### src/rtl/lcc_pkg.sv
package lcc_pkg;

    localparam int CPU_DW  = 8;
    localparam int CPU_AW  = 4;
    localparam int STEPS   = 5;
    localparam int STW     = $clog2(STEPS);

    typedef enum logic [3:0] {
        OP_NOP  = 4'h0,
        OP_LDA  = 4'h1,
        OP_ADD  = 4'h2,
        OP_SUB  = 4'h3,
        OP_STA  = 4'h4,
        OP_LDIA = 4'h5,
        OP_JMP  = 4'h6,
        OP_JC   = 4'h7,
        OP_JZ   = 4'h8,
        OP_DECI = 4'h9,
        OP_DECJ = 4'hA,
        OP_LDI  = 4'hB,
        OP_MVIJ = 4'hC,
        OP_RSV  = 4'hD,
        OP_OUT  = 4'hE,
        OP_HLT  = 4'hF
    } opcode_e;

    // Control word: bus sources, load enables and special actions
    typedef struct packed {
        logic pc_oe;
        logic ir_oe;
        logic ram_oe;
        logic a_oe;
        logic alu_oe;
        logic i_oe;
        logic j_oe;
        logic mar_ld;
        logic ir_ld;
        logic ram_we;
        logic a_ld;
        logic b_ld;
        logic pc_ld;
        logic pc_inc;
        logic out_ld;
        logic i_ld;
        logic j_ld;
        logic i_inc;
        logic i_dec;
        logic j_inc;
        logic j_dec;
        logic alu_sub;
        logic alu_flags;
        logic halt;
        logic step_clr;
    } ctrl_t;

endpackage

### src/rtl/lcc_alu.sv
module lcc_alu #(
    parameter int W = 8
) (
    input  logic [W-1:0] a,
    input  logic [W-1:0] b,
    input  logic         sub,
    output logic [W-1:0] res,
    output logic         carry,
    output logic         zero
);
    logic [W:0] sum;

    always_comb begin
        if (sub) begin
            sum = {1'b0, a} + {1'b0, ~b} + (W+1)'(1);
        end else begin
            sum = {1'b0, a} + {1'b0, b};
        end
        res   = sum[W-1:0];
        carry = sum[W];
        zero  = (sum[W-1:0] == '0);
    end
endmodule

### src/rtl/lcc_counter.sv
module lcc_counter #(
    parameter int W = 8
) (
    input  logic         clk,
    input  logic         rst_n,
    input  logic         ld,
    input  logic [W-1:0] ld_val,
    input  logic         inc,
    input  logic         dec,
    output logic [W-1:0] val,
    output logic         nz,
    output logic         nc
);
    logic [W-1:0] val_d, val_q;

    always_comb begin
        val_d = val_q;
        nz    = 1'b0;
        nc    = 1'b0;
        if (ld) begin
            val_d = ld_val;
        end else if (inc) begin
            {nc, val_d} = {1'b0, val_q} + (W+1)'(1);
            nz          = (val_d == '0);
        end else if (dec) begin
            val_d = val_q - W'(1);
            nz    = (val_d == '0);
            nc    = (val_q != '0);
        end
    end

    always_ff @(posedge clk or negedge rst_n) begin
        if (!rst_n) begin
            val_q <= '0;
        end else begin
            val_q <= val_d;
        end
    end

    assign val = val_q;
endmodule

### src/rtl/lcc_ram.sv
module lcc_ram #(
    parameter int DW = 8,
    parameter int AW = 4
) (
    input  logic          clk,
    input  logic          we,
    input  logic [AW-1:0] waddr,
    input  logic [DW-1:0] wdata,
    input  logic [AW-1:0] raddr,
    output logic [DW-1:0] rdata
);
    localparam int DEPTH = 1 << AW;

    logic [DW-1:0] mem_d [DEPTH];
    logic [DW-1:0] mem_q [DEPTH];

    always_comb begin
        for (int k = 0; k < DEPTH; k++) begin
            mem_d[k] = mem_q[k];
        end
        if (we) begin
            mem_d[waddr] = wdata;
        end
    end

    always_ff @(posedge clk) begin
        for (int k = 0; k < DEPTH; k++) begin
            mem_q[k] <= mem_d[k];
        end
    end

    assign rdata = mem_q[raddr];
endmodule

### src/rtl/lcc_ctrl.sv
module lcc_ctrl
    import lcc_pkg::*;
(
    input  logic [3:0]     op,
    input  logic [STW-1:0] step,
    input  logic           zf,
    input  logic           cf,
    output ctrl_t          cw
);
    opcode_e opc;

    always_comb begin
        opc = opcode_e'(op);
        cw  = '0;
        if (step == STW'(0)) begin
            cw.pc_oe  = 1'b1;
            cw.mar_ld = 1'b1;
        end else if (step == STW'(1)) begin
            cw.ram_oe = 1'b1;
            cw.ir_ld  = 1'b1;
            cw.pc_inc = 1'b1;
        end else begin
            unique case (opc)
                OP_LDA, OP_LDI: begin
                    if (step == STW'(2)) begin
                        cw.ir_oe  = 1'b1;
                        cw.mar_ld = 1'b1;
                    end else begin
                        cw.ram_oe   = 1'b1;
                        cw.a_ld     = (opc == OP_LDA);
                        cw.i_ld     = (opc == OP_LDI);
                        cw.step_clr = 1'b1;
                    end
                end
                OP_ADD, OP_SUB: begin
                    if (step == STW'(2)) begin
                        cw.ir_oe  = 1'b1;
                        cw.mar_ld = 1'b1;
                    end else if (step == STW'(3)) begin
                        cw.ram_oe = 1'b1;
                        cw.b_ld   = 1'b1;
                    end else begin
                        cw.alu_oe    = 1'b1;
                        cw.alu_sub   = (opc == OP_SUB);
                        cw.alu_flags = 1'b1;
                        cw.a_ld      = 1'b1;
                        cw.step_clr  = 1'b1;
                    end
                end
                OP_STA: begin
                    if (step == STW'(2)) begin
                        cw.ir_oe  = 1'b1;
                        cw.mar_ld = 1'b1;
                    end else begin
                        cw.a_oe     = 1'b1;
                        cw.ram_we   = 1'b1;
                        cw.step_clr = 1'b1;
                    end
                end
                OP_LDIA: begin
                    cw.ir_oe    = 1'b1;
                    cw.a_ld     = 1'b1;
                    cw.step_clr = 1'b1;
                end
                OP_JMP, OP_JC, OP_JZ: begin
                    if ((opc == OP_JMP) || (opc == OP_JC && cf) || (opc == OP_JZ && zf)) begin
                        cw.ir_oe = 1'b1;
                        cw.pc_ld = 1'b1;
                    end
                    cw.step_clr = 1'b1;
                end
                OP_DECI: begin
                    cw.i_dec    = 1'b1;
                    cw.step_clr = 1'b1;
                end
                OP_DECJ: begin
                    cw.j_dec    = 1'b1;
                    cw.step_clr = 1'b1;
                end
                OP_MVIJ: begin
                    cw.i_oe     = 1'b1;
                    cw.j_ld     = 1'b1;
                    cw.step_clr = 1'b1;
                end
                OP_OUT: begin
                    cw.a_oe     = 1'b1;
                    cw.out_ld   = 1'b1;
                    cw.step_clr = 1'b1;
                end
                OP_HLT: begin
                    cw.halt = 1'b1;
                end
                default: begin
                    cw.step_clr = 1'b1;
                end
            endcase
        end
    end
endmodule

### src/rtl/loopcnt_cpu.sv
module loopcnt_cpu
    import lcc_pkg::*;
#(
    parameter int DW = CPU_DW,
    parameter int AW = CPU_AW
) (
    input  logic          clk,
    input  logic          rst_n,
    input  logic          pl_we,
    input  logic [AW-1:0] pl_addr,
    input  logic [DW-1:0] pl_data,
    output logic [DW-1:0] out_val,
    output logic [DW-1:0] acc_val,
    output logic          zero_flag,
    output logic          carry_flag,
    output logic          halted
);
    localparam int NCTR = 2;
    localparam int OPW  = DW - AW;

    typedef struct packed {
        logic [AW-1:0]  pc;
        logic [AW-1:0]  mar;
        logic [DW-1:0]  ir;
        logic [DW-1:0]  a;
        logic [DW-1:0]  b;
        logic [DW-1:0]  outr;
        logic           zf;
        logic           cf;
        logic           halt;
        logic [STW-1:0] step;
    } state_t;

    state_t s_d, s_q;
    ctrl_t  cw_raw, cw;

    logic [DW-1:0] bus;
    logic [DW-1:0] ram_rd;
    logic [DW-1:0] alu_res;
    logic          alu_c, alu_z;
    logic          ram_we;
    logic [AW-1:0] ram_wa;
    logic [DW-1:0] ram_wd;

    logic [DW-1:0]   ctr_val [NCTR];
    logic [NCTR-1:0] ctr_ld, ctr_inc, ctr_dec, ctr_z, ctr_c;

    // Signals observed by the bound checker
    logic       flag_upd;
    logic       out_ld;
    logic [6:0] bus_oe;

    lcc_ctrl u_ctrl (
        .op   (s_q.ir[DW-1 -: 4]),
        .step (s_q.step),
        .zf   (s_q.zf),
        .cf   (s_q.cf),
        .cw   (cw_raw)
    );

    // A halted machine asserts no control line
    assign cw = s_q.halt ? '0 : cw_raw;

    lcc_alu #(.W(DW)) u_alu (
        .a     (s_q.a),
        .b     (s_q.b),
        .sub   (cw.alu_sub),
        .res   (alu_res),
        .carry (alu_c),
        .zero  (alu_z)
    );

    assign ram_we = (!rst_n && pl_we) || cw.ram_we;
    assign ram_wa = !rst_n ? pl_addr : s_q.mar;
    assign ram_wd = !rst_n ? pl_data : bus;

    lcc_ram #(.DW(DW), .AW(AW)) u_ram (
        .clk   (clk),
        .we    (ram_we),
        .waddr (ram_wa),
        .wdata (ram_wd),
        .raddr (s_q.mar),
        .rdata (ram_rd)
    );

    assign ctr_ld  = {cw.j_ld,  cw.i_ld};
    assign ctr_inc = {cw.j_inc, cw.i_inc};
    assign ctr_dec = {cw.j_dec, cw.i_dec};

    for (genvar g = 0; g < NCTR; g++) begin : g_ctr
        lcc_counter #(.W(DW)) u_ctr (
            .clk    (clk),
            .rst_n  (rst_n),
            .ld     (ctr_ld[g]),
            .ld_val (bus),
            .inc    (ctr_inc[g]),
            .dec    (ctr_dec[g]),
            .val    (ctr_val[g]),
            .nz     (ctr_z[g]),
            .nc     (ctr_c[g])
        );
    end

    assign bus_oe   = {cw.pc_oe, cw.ir_oe, cw.ram_oe, cw.a_oe, cw.alu_oe, cw.i_oe, cw.j_oe};
    assign flag_upd = cw.alu_flags | (|ctr_inc) | (|ctr_dec);
    assign out_ld   = cw.out_ld;

    always_comb begin
        bus = '0;
        if (cw.pc_oe)  bus = {{OPW{1'b0}}, s_q.pc};
        if (cw.ir_oe)  bus = {{OPW{1'b0}}, s_q.ir[AW-1:0]};
        if (cw.ram_oe) bus = ram_rd;
        if (cw.a_oe)   bus = s_q.a;
        if (cw.alu_oe) bus = alu_res;
        if (cw.i_oe)   bus = ctr_val[0];
        if (cw.j_oe)   bus = ctr_val[1];
    end

    always_comb begin
        s_d = s_q;
        if (cw.mar_ld) s_d.mar  = bus[AW-1:0];
        if (cw.ir_ld)  s_d.ir   = bus;
        if (cw.a_ld)   s_d.a    = bus;
        if (cw.b_ld)   s_d.b    = bus;
        if (cw.out_ld) s_d.outr = bus;
        if (cw.pc_ld) begin
            s_d.pc = bus[AW-1:0];
        end else if (cw.pc_inc) begin
            s_d.pc = s_q.pc + AW'(1);
        end
        if (cw.alu_flags) begin
            s_d.zf = alu_z;
            s_d.cf = alu_c;
        end
        for (int k = 0; k < NCTR; k++) begin
            if (ctr_inc[k] || ctr_dec[k]) begin
                s_d.zf = ctr_z[k];
                s_d.cf = ctr_c[k];
            end
        end
        if (cw.halt) s_d.halt = 1'b1;
        if (!s_q.halt) begin
            if (cw.step_clr || s_q.step == STW'(STEPS - 1)) begin
                s_d.step = '0;
            end else begin
                s_d.step = s_q.step + STW'(1);
            end
        end
    end

    always_ff @(posedge clk or negedge rst_n) begin
        if (!rst_n) begin
            s_q <= '0;
        end else begin
            s_q <= s_d;
        end
    end

    assign out_val    = s_q.outr;
    assign acc_val    = s_q.a;
    assign zero_flag  = s_q.zf;
    assign carry_flag = s_q.cf;
    assign halted     = s_q.halt;
endmodule

### config.mk
export PLATFORM = sky130hd
export DESIGN_NAME = loopcnt_cpu
export DESIGN_NICKNAME = d
export VERILOG_FILES = /design/src/rtl/lcc_pkg.sv /design/src/rtl/lcc_alu.sv /design/src/rtl/lcc_counter.sv /design/src/rtl/lcc_ram.sv /design/src/rtl/lcc_ctrl.sv /design/src/rtl/loopcnt_cpu.sv
export SDC_FILE = /design/constraint.sdc
export NUM_CORES = 1
export LEC_CHECK = 0
export ABC_AREA = 1
export CAP_MARGIN = 20
export CORE_MARGIN = 5
export CORE_UTILIZATION = 48
export CTS_CLUSTER_DIAMETER = 150
export CTS_CLUSTER_SIZE = 28
export DETAILED_ROUTE_END_ITERATION = 7
export DONT_BUFFER_PORTS = 1
export GPL_ROUTABILITY_DRIVEN = 0
export PLACE_DENSITY = 0.72
export SETUP_SLACK_MARGIN = 0.2
export SLEW_MARGIN = 20
export SYNTH_ARGS = -nofsm -noshare
export SYNTH_HDL_FRONTEND = slang
export SYNTH_HIERARCHICAL = 1
export SYNTH_SLANG_ARGS = --single-unit
### constraint.sdc
create_clock -name clk -period 2.7 [get_ports clk]
set_input_delay 0.81 -clock clk [delete_from_list [all_inputs] [get_ports clk]]
set_output_delay 0.81 -clock clk [all_outputs]
set_load 0.005 [all_outputs]
# After elaboration in Yosys (flattened, before gate mapping)
# Memories as Yosys holds them, arrays and structs flattened.
# Cells that the tools add are included.
# op_classes
addsub,9
n_lt_le_gt_ge,2
eq_ne,18
muxes,83
bitwise_logic,2
n_reduce_logical,28
# ops
cell,n
$bwmux 128,1
$mux 128,1
$mux 8,13
$logic_not 8->1,5
$mux 1,40
$demux 8 s4,1
$eq 4x4->1 const B,7
$mux 25,1
$mux 4,6
$add 8x1->9 const B,2
$add 8x8->9,2
$mux 9,2
$eq 4x3->1 const B,4
$reduce_bool 8->1,2
$sub 8x1->8 const B,2
$mux 5,3
$mux 2,7
$add 9x1->9 const B,1
$mux 3,3
$pmux 1 s3,3
$reduce_bool 3->1,3
$eq 4x2->1 const B,2
$not 8->8,1
$eq 3x2->1 const B,2
other kinds (17),28
# word_totals
register_bits,62
ramBits,128
input_bits,15
output_inout_bits,19
elab_cells,155
memories,1
# mem_list
memory,words,word_bits,read_ports,rd_ports_with_merged_regs,wr,line,rtl
u_ram.mem_q,16,8,17,0,16,lcc_ram.sv:15,logic [DW-1:0] mem_q [DEPTH];

# Depth between registers and ports, before layout
# Gate-level depths: netlist of run 1.
# logic_depth
ltp_word,19
mapped_depth,22
mapped_depth_nobuf,21

# Cells and area by module
# The synthesis of run 1 kept the hierarchy.
# by_module_without_submodules
mod,instances,cells_per_inst,area_per_inst_um2,seq_area_each_um2
lcc_ram,1,544,5609.1,3843.7
loopcnt_cpu,1,414,2820.2,1151.1
lcc_counter,2,154,932.1,200.2
lcc_alu,1,170,934.6,0.0
lcc_ctrl,1,75,367.9,0.0

# Worst setup path before layout of run 1
# No wires, ideal clock.
# synth_timing
kind,flip-flop to flip-flop
start,reg s_q[35] in the netlist's numbering
end,mem u_ram.mem_q[0][0] (data pin)
setup_time_ns,0.303
arrival_ns,2.246
t_required_ns,2.397
slack_ns,0.152
path_stages_with_launch,19
path_buffers,1
period_less_slack_ns,2.548
path_cell_list,dfrtp_1 > buf_6 > inv_1 > nand2_2 > nor2_1 > nor2_2 > nand3_1 > nand2_1 > a21oi_1 > inv_1 > nor2_1 > nand2_1 > nand2_1 > nand2_1 > nand2_1 > nand2_1 > nand2_1 > nand2_2 > a31oi_1
# synth_rtl
element,line,rtl
from (decl),loopcnt_cpu.sv:34,"state_t s_d, s_q;"
from (signal assigned),loopcnt_cpu.sv:153,s_q <= '0;
from (signal assigned),loopcnt_cpu.sv:155,s_q <= s_d;
to (decl),lcc_ram.sv:15,

==> results by group, run 1 <==
Yosys
  • Predominant post-synthesis flop cell: edfxtp_1
  • Main combinational cell family by area after synthesis: simple AND/OR/NAND/NOR gates
  • FF+latch count, synth: 190
  • Top-area cell type share of the netlist area: 33.1%
  • Simple-gate share of the synthesized area: 31.7%
  • Adder-Cell Fraction of Synth Area: 3.37%
  • Sequential fraction of the synthesis area: 46.5%
  • Syn Inst Count: 1511
  • Synth area leaders: edfxtp_1, nand2_1, dfrtp_1, nand3_1, inv_1
  • Ys async rst share: 32.6%
  • Compound-Gate Fraction of Synth Area: 5.96%
  • Syn Area/Cell: 7.67 um2
  • Leading area contributor after synthesis: edfxtp_1
  • Ys Warns: 6
  • Xor-xnor portion of the synthesized cell area: 0.302%
  • Synth cell types: 43
  • Number of synthesized flops with an enable pin: 128
  • Post-synthesis mux area share: 0%
  • Mapped Area: 11600 um2

Detailed routing
  • First DRT Iteration DRCs: 1069
  • Residual DRC count: 0
  • WL/cell: 17.0 um
  • DR vias: 10316
  • Number of nets with antenna violations after routing: 0
  • Total Wirelength: 32500 um
  • Via density: 5.40
  • First-pass detailed-route iteration total: 6

Die
  • Io pins: 34
  • Starting Density: 49.1%
  • Core Area: 23600 um2
  • Number of cell rows: 56
  • Die X: 165 um
  • Full die area: 27400 um2
  • Die extent in y: 165 um

Timing
  • Final Max Slew Viols: 0
  • Final Hold Vio Count: 0
  • Slew HR: 54.9%
  • Tmin final: 2.72 ns
  • Fmax: 0.368 GHz
  • RSZ-0062 raised after global routing: yes
  • Worst clock skew: 0.0150 ns
  • Final worst slack: -0.0171 ns
  • Final setup fails: 8
  • Worst Max-Slew Pin Slew: 0.675 ns
  • Tcrit/Tclk final: 101%

Finish
  • Non-Filler Instances: 1909
  • Commonest non-fill, non-tap cells in the layout: nand2_1, inv_1, nand3_1, edfxtp_1, nor2_1
  • Nets: 1621
  • Area Overhead vs Synth: 16.3%
  • Commonest non-fill, non-tap cell in the layout: nand2_1
  • Final Instance Area: 13500 um2
  • Share of layout cells above drive strength 1: 19.0%
  • Fillcell total: 2030

GRT
  • Total grt overflow: 0
  • Largest net degree at the start of global routing: 76
  • Initial antenna violation count: 1
  • First-pass GRT wire length: 49600 um
  • Number of global-route vias before repair: 9506
  • Total GRT Usage: 23.2%

Clocking
  • Root Driver: clkbuf_16
  • Reg clk slew, reported paths: 0.08 ns
  • Clk Latency, worst-skew pair: 0.45 ns
  • CTS H-tree lvls: 4
  • TritonCTS Sinks: 190
  • CTS Hold Bufs: 0
  • Total CTS buffers: 17
  • Maximum clock path buffer count: 2
  • CTS tree: yes

Pwr
  • Int Pwr: 8200 uW
  • Power Dens Cells: 1150 nW/um2
  • Switching pwr: 7320 uW
  • Sw frac: 47.2%
  • Leak: 0.00645 uW
  • Comb pwr share: 53.8%
  • Seq pwr share: 28.7%
  • Tot Pwr: 15500 uW
  • Peak VDD IR: 0.740 mV
  • Clock power frac: 17.5%

Place
  • Area post-placement: 12100 um2
  • Buffers on Ports: 0
  • Hpwl dp: 21500 um
  • Placed Instances: 1834

Critical path
  • Setup CP Type: reg2reg
  • R2R Setup Slk: -0.02 ns
  • CP Launch Type: register
  • Crit path capture type: register
  • Worst EP arrival: 2.92 ns
  • Worst-path fanout max: 8
  • Worst Path Required: 2.90 ns

Outcome
  • Status: finished with violations
  • Failing checks: negative setup slack

Run
  • Max-Cap Viols: 0

Min path
  • Worst hold-check path type: in2async
==> metrics by stage <==
stage               worst slack [ns]  util [%]  setup TNS (ns)  hold WS, ns
finish                       -0.0171      57.1          -0.106       0.0555
global route                 -0.0848      57.1           -1.07       0.0360
CTS                            0.168      55.1               0       0.0453
detailed placement           -0.0180      51.4          -0.285        0.467
global placement              0.0371      51.4               0        0.466
floorplan                      0.237         -               0        0.449
==> what timing repair did <==
item / 4_1_cts / 5_1_grt
resized for setup: 31 / 84
buffers inserted: 16 / 23
cloned: 1 / 2
pin swaps: 5 / 29
setup endpoints to repair: 150 / 173
==> cells in the mapped netlist (all sizes together) (3+ instances only) <==
cell,count
nand2,551
inv,232
nand3,166
nor2,133
edfxtp,128
buf,64
dfrtp,62
o21ai,56
a21oi,31
ha,28
a31oi,14
o22ai,9
nand4,7
nor3,6
or2,4
clkbuf,3
xor2,3
==> worst max-delay path: stages (launching register included) <==
cell,delay (ns)
dfrtp_1,0.51
a21oi_1,0.36
nor2_1,0.14
or2_2,0.38
nand2_4,0.12
buf_4,0.13
nand2_1,0.05
inv_1,0.05
nand2_1,0.05
nand2_1,0.07
nand2_2,0.06
nand2_2,0.09
buf_6,0.12
a31oi_4,0.14
clkbuf_16,0.20
==> power by group through the flow <==
stage	Sequential, uW	Clock [uW]	Combinational [uW]
after floorplan	4190	0	5310
after global placement	4470	0	6820
after detailed placement	4490	0	6960
after CTS	4430	2740	7410
after global routing	4530	2880	9080
final	4460	2710	8350
==> area by class of cell <==
cell class | count | area, um2 | area share, %
Antenna cell | 1 | 2.50 | 0.0186
Clock buffer | 17 | 425 | 3.16
Clock inverter | 15 | 224 | 1.66
Inverter | 232 | 876 | 6.50
Multi-Input combinational cell | 1025 | 5130 | 38.0
Sequential cell | 190 | 5400 | 40.1
Tap cell | 319 | 399 | 2.96
Timing Repair Buffer | 110 | 1020 | 7.60
==> registers in the layout, indices dropped and copies added (netlist names) <==
name	cells
zero_flag	1
u_ram/mem_q	128
g_ctr.u_ctr/val	16
carry_flag	1
out_val	8
s_q	27
halted	1
acc_val	8
==> cells by family (layout without fill, tap and decap cells) <==
family / count (synthesis) / count (layout)
other cells: 1 / 4
flops: 190 / 190
simple gates: 867 / 868
compound gates: 120 / 120
xor+xnor: 4 / 4
buf+inv: 299 / 374
fa+ha+maj: 30 / 30
==> final timing paths <==
| check | from | end | cells after the start |
|---|---|---|---|
| worst min register to register | s_q[31]$_DFFE_PN0P_ | s_q[31]$_DFFE_PN0P_ | 2 |
| min in group clk | s_q[31]$_DFFE_PN0P_ | s_q[31]$_DFFE_PN0P_ | 2 |
| worst min-delay path | rst_n | g_ctr[1].u_ctr/val[7]$_DFFE_PN0P_ | 0 |
| worst max register to register | s_q[0]$_DFFE_PN0N_ | u_ram/mem_q[5][2]$_DFFE_PP_ | 14 |
| max in group asynchronous | rst_n | acc_val[1]$_DFFE_PN0P_ | 0 |
| worst max-delay path | s_q[0]$_DFFE_PN0N_ | u_ram/mem_q[5][2]$_DFFE_PP_ | 14 |
==> per-layer routing <==
metal / vias up / part of all wire [%] / global-route usage (%)
met2: 529 / 46 / 37.2
li1: 4900 / - / -
met5: - / 0 / 0.758
met4: 0 / 3.0 / 7.99
met1: 4804 / 42 / 31.5
met3: 83 / 9.0 / 4.89
Power figures use the tool's default switching activity.
==> run 2, diff against run 1 <==
Settings changed: CELL_PAD_IN_SITES_DETAIL_PLACEMENT from default to 2, CELL_PAD_IN_SITES_GLOBAL_PLACEMENT from default to 2, CORE_UTILIZATION 48 to 35, CTS_CLUSTER_SIZE 28 to 14, PLACE_DENSITY 0.72 to 0.84.
==> run 2 against run 1 <==
Fmax shrank 12%. The flow still finishes with violations (negative setup slack). Global-route usage grew 6.7 points. Clock skew grew 0.011 ns. Non-clock buffer count grew 45. First-iteration DRC count grew 2.2%. Worst hold slack lost 0.033 ns. Sequential share of layout area shrank 2.7 points.
==> results by group, run 2 (synthesized netlist as in run 1, its figures left out) <==
GRT
  • Initial antenna violation count: 0 (was 1)
  • Number of global-route vias before repair: 12753 (was 9506)
  • Total grt overflow: 0 (unchanged)
  • First-pass GRT wire length: 81800 um (was 49600 um)
  • Total GRT Usage: 29.9% (was 23.2%)
  • Largest net degree at the start of global routing: 76 (unchanged)

Clocking
  • Clk Latency, worst-skew pair: 0.48 ns (was 0.45 ns)
  • TritonCTS Sinks: 190 (unchanged)
  • Reg clk slew, reported paths: 0.09 ns (was 0.08 ns)
  • CTS tree: yes (unchanged)
  • CTS H-tree lvls: 4 (unchanged)
  • Total CTS buffers: 17 (unchanged)
  • Root Driver: clkbuf_16 (unchanged)
  • Maximum clock path buffer count: 2 (unchanged)

Critical path
  • Worst Path Required: 3.05 ns (was 2.90 ns)
  • Setup CP Type: reg2reg (unchanged)
  • Worst-path fanout max: 4 (was 8)
  • Crit path capture type: register (unchanged)
  • Worst EP arrival: 3.43 ns (was 2.92 ns)
  • CP Launch Type: register (unchanged)

Timing
  • Worst Max-Slew Pin Slew: 0.738 ns (was 0.675 ns)
  • Tmin final: 3.08 ns (was 2.72 ns)
  • RSZ-0062 raised after global routing: yes (unchanged)
  • Fmax: 0.325 GHz (was 0.368 GHz)
  • Final Hold Vio Count: 0 (unchanged)
  • Final setup fails: 175 (was 8)
  • Worst clock skew: 0.0255 ns (was 0.0150 ns)
  • Final Max Slew Viols: 0 (unchanged)
  • Tcrit/Tclk final: 114% (was 101%)
  • Slew HR: 50.6% (was 54.9%)
  • Final worst slack: -0.380 ns (was -0.0171 ns)

Die
  • Number of cell rows: 66 (was 56)
  • Die X: 192 um (was 165 um)
  • Core Area: 32600 um2 (was 23600 um2)
  • Starting Density: 35.6% (was 49.1%)
  • Die extent in y: 192 um (was 165 um)
  • Io pins: 34 (unchanged)
  • Full die area: 36900 um2 (was 27400 um2)

Detailed routing
  • Residual DRC count: 0 (unchanged)
  • Total Wirelength: 61200 um (was 32500 um)
  • WL/cell: 29.5 um (was 17.0 um)
  • Number of nets with antenna violations after routing: 0 (unchanged)
  • DR vias: 11959 (was 10316)
  • First DRT Iteration DRCs: 1092 (was 1069)
  • Via density: 5.77 (was 5.40)
  • First-pass detailed-route iteration total: 5 (was 6)

Pwr
  • Leak: 0.00679 uW (was 0.00645 uW)
  • Power Dens Cells: 1320 nW/um2 (was 1150 nW/um2)
  • Tot Pwr: 19100 uW (was 15500 uW)
  • Peak VDD IR: 0.651 mV (was 0.740 mV)

Place
  • DP Worst Slack: -0.197 ns (was -0.0180 ns)
  • Hpwl dp: 32700 um (was 21500 um)
  • Buffers on Ports: 0 (unchanged)
  • Placed Instances: 1972 (was 1834)

Min path
  • Worst hold-check path type: in2async (unchanged)

Outcome
  • Status: finished with violations (unchanged)
  • Failing checks: negative setup slack (unchanged)

Finish
  • Commonest non-fill, non-tap cell in the layout: nand2_1 (unchanged)
  • N_diodes: 0 (was 1)
  • Fillcell total: 3646 (was 2030)
  • Nets: 1665 (was 1621)
  • Share of layout cells above drive strength 1: 26.6% (was 19.0%)
  • Largest register by flop count: u_ram/mem_q (unchanged)
  • Storage element area: 5410 um2 (was 5400 um2)
  • Commonest non-fill, non-tap cells in the layout: nand2_1, inv_1, nand3_1, edfxtp_1, buf_4 (was nand2_1, inv_1, nand3_1, edfxtp_1, nor2_1)
  • Largest register FFs: 128 (unchanged)
  • Area Overhead vs Synth: 24.8% (was 16.3%)
  • Non-Filler Instances: 2074 (was 1909)
  • Multi-input logic area: 5570 um2 (was 5130 um2)

Run
  • Max-Cap Viols: 0 (unchanged)
-- run 2: path summary, 6_finish.rpt --
kind / slack (ns) / from / cells after the start / end
max: -0.38 / acc_val[0]$_DFFE_PN0P_ / 18 / s_q[18]$_DFFE_PN0P_
min: 0.02 / rst_n / 0 / acc_val[2]$_DFFE_PN0P_
max reg2reg: -0.38 / acc_val[0]$_DFFE_PN0P_ / 18 / s_q[18]$_DFFE_PN0P_
min reg2reg: 0.56 / s_q[21]$_DFFE_PN0P_ / 2 / s_q[21]$_DFFE_PN0P_
max in group asynchronous: 2.45 / rst_n / 0 / s_q[0]$_DFFE_PN0N_
min in group clk: 0.56 / s_q[21]$_DFFE_PN0P_ / 2 / s_q[21]$_DFFE_PN0P_
-- run 2: report_power, final --
group	internal (uW)	switching, uW
sequential	3760	922
combinational	3910	7710
clock	1330	1440
total	9000	10100
-- run 2: worst max-delay path: stages (launching register included) --
cell and delay (ns):
dfrtp_1 0.45, inv_2 0.13, ha_4 0.16, inv_2 0.04, fa_2 0.36, buf_4 0.16
buf_4 0.15, nand3_2 0.08, nand3_2 0.10, nand2_2 0.11, nand2_2 0.07, nand2_1 0.09
or2_1 0.13, nand3_1 0.09, nand3_2 0.12, o21ai_4 0.12, buf_4 0.18, buf_4 0.15
o21ai_1 0.26
-- run 2: area by class of cell --
class | count | share of cell area (%)
inverters | 232 | 6.10
well taps | 442 | 3.82
repair buffers | 155 | 10.1
multi-input cells | 1024 | 38.5
clock buffers | 17 | 2.94
flip-flops and latches | 190 | 37.4
clock inverters | 14 | 1.17
-- run 2: layer usage --
metal	wire length, um	GRT usage [%]
met1	22400	33.4
met5	0	0
met4	4510	17.3
met2	31400	54.5
met3	2890	3.83
-- run 2: timing repair --
action                                  4_1_cts  5_1_grt
pin swaps                                    30       38
buffers inserted                             47       19
cloned                                        4        1
hold buffers                                  0        0
endpoints found under the setup margin      183      186
gates resized for setup                     141      112
-- run 2: per-stage QoR --
step	cell area (um2)	util (%)	hold slack [ns]	TNS [ns]
after floorplan	11600	-	0.449	0
after global placement	12400	38.0	0.476	-0.164
after detailed placement	12400	38.0	0.483	-7.55
after CTS	13900	42.6	0.0269	0
after global routing	14500	44.4	0.0104	-38.18
final	14500	44.4	0.0226	-33.93
==> run 3, diff against run 2 <==
==> constraint.sdc (replaced) <==
create_clock -name clk -period 2.7 [get_ports clk]
set_input_delay 0.135 -clock clk [delete_from_list [all_inputs] [get_ports clk]]
set_output_delay 0.135 -clock clk [all_outputs]
set_load 0.005 [all_outputs]
==> run 3 against run 2 <==
The run still ends with negative setup slack left. Die area did not move. Register-to-register slack improved by 0.14 ns. Final cell count increased by 0.39%. Sequential cell count stayed put. Fmax rose by 4.8%. Clock skew hardly changed. Sequential power hardly changed. Worst hold slack gained 0.048 ns. Combinational power up 9%. Clock power about the same. Critical path depth grew 2. Critical path type unchanged. Critical endpoint is now u_ram/mem_q[14][6]$_DFFE_PP_. Largest power group unchanged.
==> results by group, run 3 (synthesized netlist as in run 1, its figures left out) <==
Timing
  • Tcrit/Tclk final: 109% (was 114%)
  • Slew HR: 46.4% (was 50.6%)
  • Tmin final: 2.94 ns (was 3.08 ns)
  • Worst clock skew: 0.0256 ns (was 0.0255 ns)
  • Final setup fails: 160 (was 175)
  • RSZ-0062 raised after global routing: yes (unchanged)
  • Worst Max-Slew Pin Slew: 0.803 ns (was 0.738 ns)
  • Final Max Slew Viols: 0 (unchanged)
  • Fmax: 0.340 GHz (was 0.325 GHz)
  • Final worst slack: -0.238 ns (was -0.380 ns)
  • Final Hold Vio Count: 0 (unchanged)

Critical path
  • Crit-path most repeated cell: nand2_2 (was buf_4)
  • R2R Setup Slk: -0.24 ns (was -0.38 ns)
  • CP Cell Sequence: inv_2 -> ha_4 -> inv_2 -> fa_2 -> nand2_2 -> nand2_4 -> nand3_2 -> nand2_2 -> nand2_2 -> nand3_2 -> nand2_2 -> inv_2 -> nand2_2 -> nand2_2 -> a21oi_2 -> o21ai_2 -> buf_4 -> nand2_4 -> nand2_4 -> clkbuf_16 (was inv_2 -> ha_4 -> inv_2 -> fa_2 -> buf_4 -> buf_4 -> nand3_2 -> nand3_2 -> nand2_2 -> nand2_2 -> nand2_1 -> or2_1 -> nand3_1 -> nand3_2 -> o21ai_4 -> buf_4 -> buf_4 -> o21ai_1)
  • Crit path max-delay cell type: dfrtp_2 (was dfrtp_1)
  • Crit path capture type: register (unchanged)
  • Worst path depth: 20 (was 18)
  • CP Launch Type: register (unchanged)
  • Setup crit start: acc_val[0]$_DFFE_PN0P_ (unchanged)
  • Worst Path Required: 2.93 ns (was 3.05 ns)
  • Slowest stage delay, CP: 0.48 ns (was 0.45 ns)
  • Worst EP arrival: 3.17 ns (was 3.43 ns)
  • Setup CP Type: reg2reg (unchanged)
  • Worst-path fanout max: 8 (was 4)
  • Worst path bufs/invs: 5 (was 6)
  • Reg2reg path depth: 20 (was 18)
  • Delay-heaviest family, CP: simple AND/OR/NAND/NOR gates (was buffers and inverters)
  • Reg-to-Reg Start: acc_val[0]$_DFFE_PN0P_ (unchanged)

Run
  • Max-Cap Viols: 0 (unchanged)

Detailed routing
  • DR vias: 12010 (was 11959)
  • Via density: 5.77 (about the same)
  • Number of nets with antenna violations after routing: 0 (unchanged)
  • Routed met3 length: 3670 um (was 2890 um)
  • WL/cell: 30.5 um (was 29.5 um)
  • WL met2: 31400 um (about the same)
  • First-pass detailed-route iteration total: 5 (unchanged)
  • M1 WL: 23600 um (was 22400 um)
  • First DRT Iteration DRCs: 1072 (was 1092)
  • Max Used Layer: met5 (was met4)
  • Total Wirelength: 63500 um (was 61200 um)
  • Residual DRC count: 0 (unchanged)

Die
  • Io pins: 34 (unchanged)
  • Die extent in y: 192 um (unchanged)
  • Core Area: 32600 um2 (unchanged)
  • Die X: 192 um (unchanged)
  • Number of cell rows: 66 (unchanged)
  • Starting Density: 35.6% (unchanged)
  • Full die area: 36900 um2 (unchanged)

GRT
  • Total GRT Usage: 28.5% (was 29.9%)
  • Initial antenna violation count: 1 (was 0)
  • Largest net degree at the start of global routing: 63 (was 76)
  • First-pass GRT wire length: 78700 um (was 81800 um)
  • Number of global-route vias before repair: 12627 (was 12753)
  • Total grt overflow: 0 (unchanged)

Finish
  • Utilization after layout: 46.0% (was 44.4%)
  • Non-Filler Instances: 2082 (was 2074)
  • Share of layout cells above drive strength 1: 30.2% (was 26.6%)
  • Nets: 1672 (was 1665)
  • Largest register FFs: 128 (unchanged)
  • Commonest non-fill, non-tap cell in the layout: nand2_1 (unchanged)
  • Area Overhead vs Synth: 29.3% (was 24.8%)
  • Fillcell total: 3607 (was 3646)
  • Multi-input logic area: 5840 um2 (was 5570 um2)
  • N_diodes: 0 (unchanged)
  • Largest register by flop count: u_ram/mem_q (unchanged)
  • Commonest non-fill, non-tap cells in the layout: nand2_1, inv_1, nand3_1, edfxtp_1, nand2_2 (was nand2_1, inv_1, nand3_1, edfxtp_1, buf_4)
  • Storage element area: 5410 um2 (about the same)

Pwr
  • Power Dens Cells: 1340 nW/um2 (was 1320 nW/um2)
  • Leak: 0.00696 uW (was 0.00679 uW)
  • Peak VDD IR: 0.503 mV (was 0.651 mV)

Clocking
  • Reg clk slew, reported paths: 0.08 ns (was 0.09 ns)
  • TritonCTS Sinks: 190 (unchanged)
  • Clk Latency, worst-skew pair: 0.48 ns (about the same)
  • Total CTS buffers: 17 (unchanged)
  • Maximum clock path buffer count: 2 (unchanged)
  • CTS tree: yes (unchanged)
  • Root Driver: clkbuf_16 (unchanged)
  • CTS H-tree lvls: 4 (unchanged)

Place
  • Hpwl dp: 32600 um (was 32700 um)
  • Placed Instances: 1977 (was 1972)
  • Buffers on Ports: 0 (unchanged)
  • DP Worst Slack: -0.195 ns (was -0.197 ns)

Outcome
  • Status: finished with violations (unchanged)
  • Failing checks: negative setup slack (unchanged)

Min path
  • Worst hold-check path type: in2reg (was in2async)
  • Min-delay src: rst_n
  • Hold Path Depth: 3
run 3: changes by cell type in the layout (fill, tap and decap cells not counted), sizes merged:
cell         before  now
buf             153  156
bufinv            1    0
clkbuf           18   22
clkinv            4    7
clkinvlp          2    1
dlygate4sd3       0    1
inv             239  238
run 3: path summary, 6_finish.rpt:
kind / to
min in group asynchronous: acc_val[1]$_DFFE_PN0P_
hold / removal: u_ram/mem_q[2][6]$_DFFE_PP_
hold reg to reg: s_q[33]$_DFFE_PN0P_
setup / recovery: u_ram/mem_q[14][6]$_DFFE_PP_
setup reg to reg: u_ram/mem_q[14][6]$_DFFE_PP_
max in group asynchronous: s_q[2]$_DFFE_PN0N_
run 3: repair_timing:
| item | CTS | global route |
|---|---|---|
| pin swaps | 23 | 93 |
| hold buffers | 2 | 0 |
| setup endpoints to repair | 197 | 204 |
| resized for setup | 95 | 251 |
| cloned | 3 | 4 |
| setup buffers | 23 | 41 |
| hold endpoints to repair | 62 | 0 |
run 3: area by class of cell:
cell class / instances / share of cell area, %
clock buffers: 18 / 2.86
clock inverters: 14 / 1.09
inverters: 232 / 5.91
multi-input cells: 1024 / 39.0
flip-flops and latches: 190 / 36.1
well taps: 442 / 3.69
repair buffers: 162 / 11.4
run 3: layer usage:
metal	GRT usage [%]	vias to the layer above
met2	51.1	628
met3	5.02	279
met5	0	-
met4	17.2	2
li1	-	4997
met1	31.4	6104
run 3: worst min-delay path: cells and delay by family:
kind                   cells  cell delay (ns)
buffers and inverters      1             0.13
and+or+nand+nor            2             0.15
run 3: power breakdown:
group / internal (uW) / switching [uW] / total (uW)
logic: 4380 / 8240 / 12600
clock network: 1250 / 1530 / 2780
registers: 3760 / 902 / 4660
total: 9390 / 10700 / 20100
run 3: metrics by stage:
step                      TNS [ns]  total power [uW]  instance area, um2  hold WS [ns]
after floorplan                  0              9510               11600        -0.161
after global placement      -0.708             11900               12400        -0.159
after CTS                        0             16300               13700        0.0857
after detailed placement    -12.84             12500               12400        -0.158
final                       -21.47             20100               15000        0.0702
after global routing        -27.48             20600               15000        0.0272
